[src/rtl/qdac_pkg.sv]
package qdac_pkg;
  localparam int CODE_W = 12;
  localparam int NCH    = 4;
  localparam int WORD_W = 16;

  typedef struct packed {
    logic [1:0]        chan;
    logic              pwr_on;
    logic              hold;
    logic [CODE_W-1:0] data;
  } cmd_t;

  // keep the top res bits of a left-justified code, clear the rest
  function automatic logic [CODE_W-1:0] trim_code(input logic [CODE_W-1:0] d, input int res);
    logic [CODE_W-1:0] keep;
    keep = '1;
    for (int b = 0; b < CODE_W; b++)
      if (b < CODE_W - res) keep[b] = 1'b0;
    return d & keep;
  endfunction
endpackage

[src/rtl/qdac_cmd_decode.sv]
module qdac_cmd_decode
  import qdac_pkg::*;
#(
  parameter int RES = 10
) (
  input  logic                    cmd_valid,
  input  logic [WORD_W-1:0]       cmd_word,
  output logic [NCH-1:0]          wr_sel,
  output logic                    load_all,
  output logic                    pwr_word,
  output logic                    pwr_on,
  output logic [CODE_W-1:0]       code
);
  cmd_t cmd;
  assign cmd = cmd_t'(cmd_word);

  always_comb begin
    wr_sel = '0;
    if (cmd_valid) wr_sel[cmd.chan] = 1'b1;
  end

  assign load_all = cmd_valid & ~cmd.hold;
  assign pwr_word = cmd_valid;
  assign pwr_on   = cmd.pwr_on;
  assign code     = trim_code(cmd.data, RES);
endmodule

[src/rtl/qdac_chan.sv]
module qdac_chan
  import qdac_pkg::*;
(
  input  logic              clk,
  input  logic              rst_n,
  input  logic              wr_en,
  input  logic              load_all,
  input  logic [CODE_W-1:0] wr_code,
  output logic [CODE_W-1:0] live_code,
  output logic              pend
);
  logic [CODE_W-1:0] stage_q;
  logic [CODE_W-1:0] live_q;
  logic              pend_q;
  logic              take;

  assign take = load_all & (pend_q | wr_en);

  always_ff @(posedge clk or negedge rst_n) begin
    if (!rst_n) begin
      stage_q <= '0;
      live_q  <= '0;
      pend_q  <= 1'b0;
    end else begin
      if (wr_en) stage_q <= wr_code;
      if (take)  live_q  <= wr_en ? wr_code : stage_q;
      if (load_all)   pend_q <= 1'b0;
      else if (wr_en) pend_q <= 1'b1;
    end
  end

  assign live_code = live_q;
  assign pend      = pend_q;
endmodule

[src/rtl/qdac_pwr_ctrl.sv]
module qdac_pwr_ctrl #(
  parameter int SETTLE_CYC = 20
) (
  input  logic clk,
  input  logic rst_n,
  input  logic pwr_word,
  input  logic pwr_on,
  output logic pd,
  output logic busy
);
  localparam int CNT_W = $clog2(SETTLE_CYC + 2);
  localparam logic [CNT_W-1:0] SETTLE_LD = CNT_W'(SETTLE_CYC);

  logic             pd_q;
  logic [CNT_W-1:0] cnt_q;

  always_ff @(posedge clk or negedge rst_n) begin
    if (!rst_n) begin
      pd_q  <= 1'b0;
      cnt_q <= '0;
    end else begin
      if (pwr_word) pd_q <= ~pwr_on;
      if (pwr_word && !pwr_on)     cnt_q <= '0;
      else if (pwr_word && pd_q)   cnt_q <= SETTLE_LD;
      else if (cnt_q != '0)        cnt_q <= cnt_q - 1'b1;
    end
  end

  assign pd   = pd_q;
  assign busy = (cnt_q != '0);
endmodule

[src/rtl/qdac_reg_ctrl.sv]
module qdac_reg_ctrl
  import qdac_pkg::*;
#(
  parameter int RES        = 10,
  parameter int SETTLE_CYC = 20
) (
  input  logic                   clk,
  input  logic                   rst_n,
  input  logic                   cmd_valid,
  input  logic [15:0]            cmd_word,
  output logic [47:0]            code_out,
  output logic [3:0]             out_en,
  output logic                   busy
);
  logic [NCH-1:0]    wr_sel;
  logic              load_all;
  logic              pwr_word;
  logic              pwr_on;
  logic [CODE_W-1:0] new_code;
  logic [NCH-1:0]    pend;
  logic              pd;

  qdac_cmd_decode #(.RES(RES)) u_dec (
    .cmd_valid (cmd_valid),
    .cmd_word  (cmd_word),
    .wr_sel    (wr_sel),
    .load_all  (load_all),
    .pwr_word  (pwr_word),
    .pwr_on    (pwr_on),
    .code      (new_code)
  );

  for (genvar i = 0; i < NCH; i++) begin : g_ch
    qdac_chan u_ch (
      .clk       (clk),
      .rst_n     (rst_n),
      .wr_en     (wr_sel[i]),
      .load_all  (load_all),
      .wr_code   (new_code),
      .live_code (code_out[i*CODE_W +: CODE_W]),
      .pend      (pend[i])
    );
  end

  qdac_pwr_ctrl #(.SETTLE_CYC(SETTLE_CYC)) u_pwr (
    .clk      (clk),
    .rst_n    (rst_n),
    .pwr_word (pwr_word),
    .pwr_on   (pwr_on),
    .pd       (pd),
    .busy     (busy)
  );

  assign out_en = {NCH{~pd}};
endmodule

[config.mk]
export PLATFORM = sky130hd
export DESIGN_NAME = qdac_reg_ctrl
export DESIGN_NICKNAME = d
export VERILOG_FILES = /design/src/rtl/qdac_pkg.sv /design/src/rtl/qdac_cmd_decode.sv /design/src/rtl/qdac_chan.sv /design/src/rtl/qdac_pwr_ctrl.sv /design/src/rtl/qdac_reg_ctrl.sv
export SDC_FILE = /design/constraint.sdc
export NUM_CORES = 1
export LEC_CHECK = 0
export BUFFER_PORTS_ARGS = -buffer_cell sky130_fd_sc_hd__buf_2
export CAP_MARGIN = 40
export CORE_ASPECT_RATIO = 1.4
export CORE_MARGIN = 2
export CORE_UTILIZATION = 35
export DETAILED_ROUTE_END_ITERATION = 12
export GPL_TIMING_DRIVEN = 1
export SYNTH_ARGS = -nofsm -noshare
export SYNTH_HDL_FRONTEND = slang
export SYNTH_SLANG_ARGS = --single-unit
[constraint.sdc]
create_clock -name clk -period 3.08 [get_ports clk]
set_clock_uncertainty 0.2 [all_clocks]
set_input_delay 0.616 -clock clk [delete_from_list [all_inputs] [get_ports clk]]
set_output_delay 0.616 -clock clk [all_outputs]
set_load 0.03 [all_outputs]
* Yosys cells after proc, flatten, opt, wreduce, memory -nomap -nowiden *
Index checks and enable logic that the tools add are counted.

operators by class
  add/subtract/negate cells = 1
  bitwise logic cells = 12
  multiplexer cells = 18
  reduce and logical (&&, ||, !) cells = 10
  order comparisons = 2

operator list
  operator                                             count
  2-to-1 mux 12 bit                                    4
  2-to-1 mux 5 bit                                     3
  2-to-1 mux 1 bit                                     9
  nonzero test 2 bit                                   4
  bitwise AND 1 bit                                    5
  nonzero test 5 bit                                   1
  subtractor 5 x 1 -> 5 bit, second input constant     1
  2-to-1 mux 4 bit                                     1
  OR 1 bit                                             4
  logical AND 1 bit                                    3
  < comparator 2 x 3 -> 1 bit, second input constant   1
  inverter 1 bit                                       3
  nonzero test 3 bit                                   1
  demux 1 bit (select 2 bit)                           1
  >= comparator 2 x 1 -> 1 bit, second input constant  1
  zero test 1 bit                                      1

word-level totals
  input bits = 19
  output and inout bits = 53
  word-level logic and storage cells = 57
  bits in registers = 106

* Depth between registers and ports, before layout *
  depth in word-level cells = 7
  mapped depth = 6
  gate-level depth less buffers = 5

* By module *
A second synthesis with hierarchy kept.

second synthesis, totals
  cell total of the unflattened synthesis = 402
  area total of the unflattened synthesis = 4732.0 µm²

modules (own cells, without submodules)
  module           area an instance (µm²)  cells an instance  sequential area each (µm²)  instances
  qdac_chan        1063.5                  87                 625.6                       4
  qdac_pwr_ctrl    299.0                   30                 150.1                       1
  qdac_cmd_decode  152.6                   20                 0.0                         1
  qdac_reg_ctrl    26.3                    4                  0.0                         1

* Least setup slack after synthesis *
Ideal clock, no wire load.

  path kind = input to register
  start = input cmd_valid
  end = register g_ch[0].u_ch.live_q[7]
  data required time = 2.755 ns
  arrival time = 1.832 ns
  buffers on the path = 2
  path slack = 0.923 ns
  stages on the path = 5
  setup time = 0.125 ns
  cell sequence = buf_4 nor3b_2 buf_6 mux2_4 mux2_2

on the way
  word-level cells in the longest chain between the ends = 3
  elaborated cells on any way between the ends = 5
  classes of those cells = mux: 2; bitwise: 3

ends and longest elaborated chain
  what                  RTL line               source
  from (decl)           qdac_reg_ctrl.sv:9     input logic cmd_valid,
  2-to-1 mux 4 bit      qdac_cmd_decode.sv:19  if (cmd_valid) wr_sel[cmd.chan] = 1'b1;
  OR 1 bit              qdac_chan.sv:17        assign take = load_all & (pend_q | wr_en);
  bitwise AND 1 bit     qdac_chan.sv:17
  to (signal assigned)  qdac_chan.sv:26        if (take) live_q <= wr_en ? wr_code : stage_q;
  to (decl)             qdac_chan.sv:13        logic [CODE_W-1:0] live_q;

Parallel ways exist; a longest one is shown, timed or not.
A chain may end at the register's enable or synchronous reset.

* Worst setup path after layout *
  start = register u_pwr.cnt_q[0]
  end = output busy

on the way
  word-level cells in the longest chain between the ends = 1

ends and longest elaborated chain
  what                    RTL line             source
  from (decl)             qdac_pwr_ctrl.sv:15  logic [CNT_W-1:0] cnt_q;
  from (signal assigned)  qdac_pwr_ctrl.sv:25  else if (cnt_q != '0) cnt_q <= cnt_q - 1'b1;
  nonzero test 5 bit      qdac_pwr_ctrl.sv:30  assign busy = (cnt_q != '0);
  to (decl)               qdac_reg_ctrl.sv:13  output logic busy

No other way between the ends.

==> metrics <==
aggregate global routing overflow 0; post-synthesis register bit count approximately 110; FF/Latch Area 2650 sq um; Mapped Area 4270 sq um; Slew Viols, Final 0; area of the multi-input gates 1490 sq um; CTS tree yes; slew margin rel. approximately 57%; WL per Instance 15.9 um; Worst-path clk slew around 70 ps; max cap viols 0; Post-layout nets about 350; share of layout cells above drive strength 1 54.0%; CTS Sinks 106; Switch Pwr 0.00141 W; Worst Setup Slack, final 444 ps; Die H approximately 130 um; Avg Inst Size Synth 16.4 sq um; Buffers on Ports 69; final setup vio count 0; Final GP Congestion 0.726; max frequency 379 MHz; critical path arrival 1820 ps; Tot GR Track Use about an eighth; Worst Max-Slew Pin Slew 650 ps; post-place setup slack roughly 600 ps; Clock Latency Late Sink 330 ps; r2r setup slk approximately 1300 ps; Worst Path Required around 2300 ps; Post-DP HPWL between 5000 and 6000 um; via count ~2,200; Max VDD drop about 0.38 mV; H-tree depth 3; Worst setup endpoint busy; Logic pwr share a little under 30%; Seq/Total Area, Yosys 62.1%; Netlist cell types 28; Fillers 1,108; worst r2r path cells 4; IO Count 72; RR Startpoint u_pwr.cnt_q[0]; Pwr Total about 0.0045 W; first-pass GRT wire length approximately 13,000 um; Int Power between 0.003 and 0.004 W; # DRC 0; post-CTS setup repair buffer count 0; RSZ-0062 raised after global routing no; drt first pass iters 4; Mapped Cells 260; Crit. End Element output port; clk buf depth 2; largest stage delay on the critical path 570 ps; Initial Utilization 36.0%; TNS Setup 0 ps; largest net degree at the start of global routing a little under 60; vias per std cell 4.59; final hold vios 0; CP Max Fanout 6; slowest cell on the critical path or4b_1; Setup crit start u_pwr.cnt_q[0]; final worst-path cycle share a little under nine tenths; post-route ant nets 0; Ys Warns 0; Die W 97.4 um; P_leak 2.52 nW; crit start category register; Final min period about 2600 ps; status finished clean; CTS root buffer clkbuf_16; site row count 47; initial antenna violation count 0; reg-to-reg critical path endpoint u_pwr.cnt_q[1]; Flop pwr share 42.3%; Sw Ratio between 30% and 40%; Mapped Nets 280; Clk network pwr share 28.2%; post-cts resize count 0; WL final 7740 um; Cell Chain, Critical Path inv_1 > ha_1 > or4b_1 > buf_2; Setup Crit Path Kind register to output port; post-layout util a little over two fifths; hold crit path type register to register; area growth from synthesis to layout 19.3%; Power Density 879 nW/um^2; vias in the first global route 2,326; number of buffers created by CTS 9; initial drt markers 60; Placeable Area 11,900 sq um; ant diodes 0; Die Area 13,100 sq um
-- layer usage --
layer  up-vias  share of wire, %  track usage [%]
met4         0               1.3             5.09
li1       1035                 -                -
met2        42                49             19.9
met1      1145                46             16.5
met5         -                 0                0
met3         8               3.2             2.48
-- area by class of cell --
cell class | instances | area share (%)
multi-input combinational | 134 | 29.2
clock inverter | 6 | 2.06
timing repair buffer | 76 | 8.15
clock buffer | 10 | 4.49
sequential | 106 | 52.0
tap | 147 | 3.61
inverter | 7 | 0.515
-- synthesized netlist by cell type, drive strengths merged --
cell type	n	area, sq um
a211oi	1	7.51
a21boi	1	7.51
a21oi	8	43.8
and2	6	37.5
and2b	1	7.51
buf	12	105
clkbuf	1	3.75
dfrtp	106	2650
ha	1	12.5
inv	7	26.3
mux2	88	1160
nand2	2	7.51
nand2b	4	25.0
nand3	1	17.5
nand3b	2	40.0
nor2	6	22.5
nor2b	3	18.8
nor3	2	10.0
nor3b	1	12.5
o21a	1	7.51
o21ai	1	5.00
o21bai	1	7.51
or4b	1	10.0
xnor2	2	17.5
xor2	1	8.76
-- critical path, delay by kind of cell, from the launching register on --
kind	cells	cell delay (ps)
flops	1	410
fa+ha+maj	1	200
buf+inv	2	300
simple gates	1	570
-- kinds of logic (layout without fill, tap and decap cells) --
group | count (synthesis) | in the layout | synth area share (%)
DFF | 106 | 106 | 62.1
buffers and inverters | 20 | 99 | 3.16
adders and majority gates | 1 | 1 | 0.293
muxes | 88 | 88 | 27.1
and+or+nand+nor | 29 | 29 | 4.89
xor gates and xnor gates | 3 | 3 | 0.615
AOI/OAI and AO/OA | 13 | 13 | 1.84
-- placed cells by master (no fill, tap or decap), types with 2 or more instances in the layout --
cell type and count:
nand3b_4 2, xnor2_1 2, a21oi_1 7, nand2b_1 4, and2_1 6, clkbuf_16 9
buf_2 68, bufinv_16 3, nor3_1 2, inv_1 7, mux2_2 43, nand2_1 2
mux2_4 45, nor2b_1 3, dfrtp_1 106, nor2_1 6, buf_4 6, clkinv_2 3
-- how the worst min path moves through the flow --
stage / from / cells after the start / slack (ps) / endpoint
floorplan: rst_n / 0 / 120 / g_ch[0].u_ch.live_code[0]
global placement: g_ch[1].u_ch.stage_q[0] / 1 / 260 / g_ch[1].u_ch.stage_q[0]
detailed placement: g_ch[3].u_ch.stage_q[0] / 1 / 260 / g_ch[3].u_ch.stage_q[0]
CTS: g_ch[1].u_ch.stage_q[0] / 1 / 280 / g_ch[1].u_ch.stage_q[0]
global route: g_ch[3].u_ch.stage_q[1] / 1 / 300 / g_ch[3].u_ch.stage_q[1]
finish: g_ch[1].u_ch.stage_q[0] / 1 / 280 / g_ch[1].u_ch.stage_q[0]
-- registers in the layout, indices dropped and copies added (netlist names) --
signal,flops
g_ch.u_ch.pend,4
u_pwr.cnt_q,5
g_ch.u_ch.live_code,48
g_ch.u_ch.stage_q,48
u_pwr.pd,1
-- power by group through the flow --
stage	clock, W	sequential [W]	combinational [W]
3_3_place_gp	0	0.00192	0.00131
5_1_grt	0.00136	0.00194	0.00141
6_report	0.00127	0.00190	0.00132
4_1_cts	0.00130	0.00190	0.00134
3_5_place_dp	0	0.00192	0.00134
2_1_floorplan	0	0.00231	0.000561
-- stage by stage --
step / std cells / hold slack (ps) / cell area, sq um
2_1_floorplan: 260 / 120 / 4270
3_3_place_gp: 469 / 260 / 4750
3_5_place_dp: 469 / 262 / 4750
4_1_cts: 486 / 278 / 5100
5_1_grt: 486 / 298 / 5100
6_report: 486 / 277 / 5100
-- what timing repair did --
| item | CTS | global route |
|---|---|---|
| endpoints found under the setup margin | 0 | 0 |
| hold buffers | 1 | 0 |
| hold endpoints to repair | 15 | 0 |
Power figures use the tool's default switching activity.
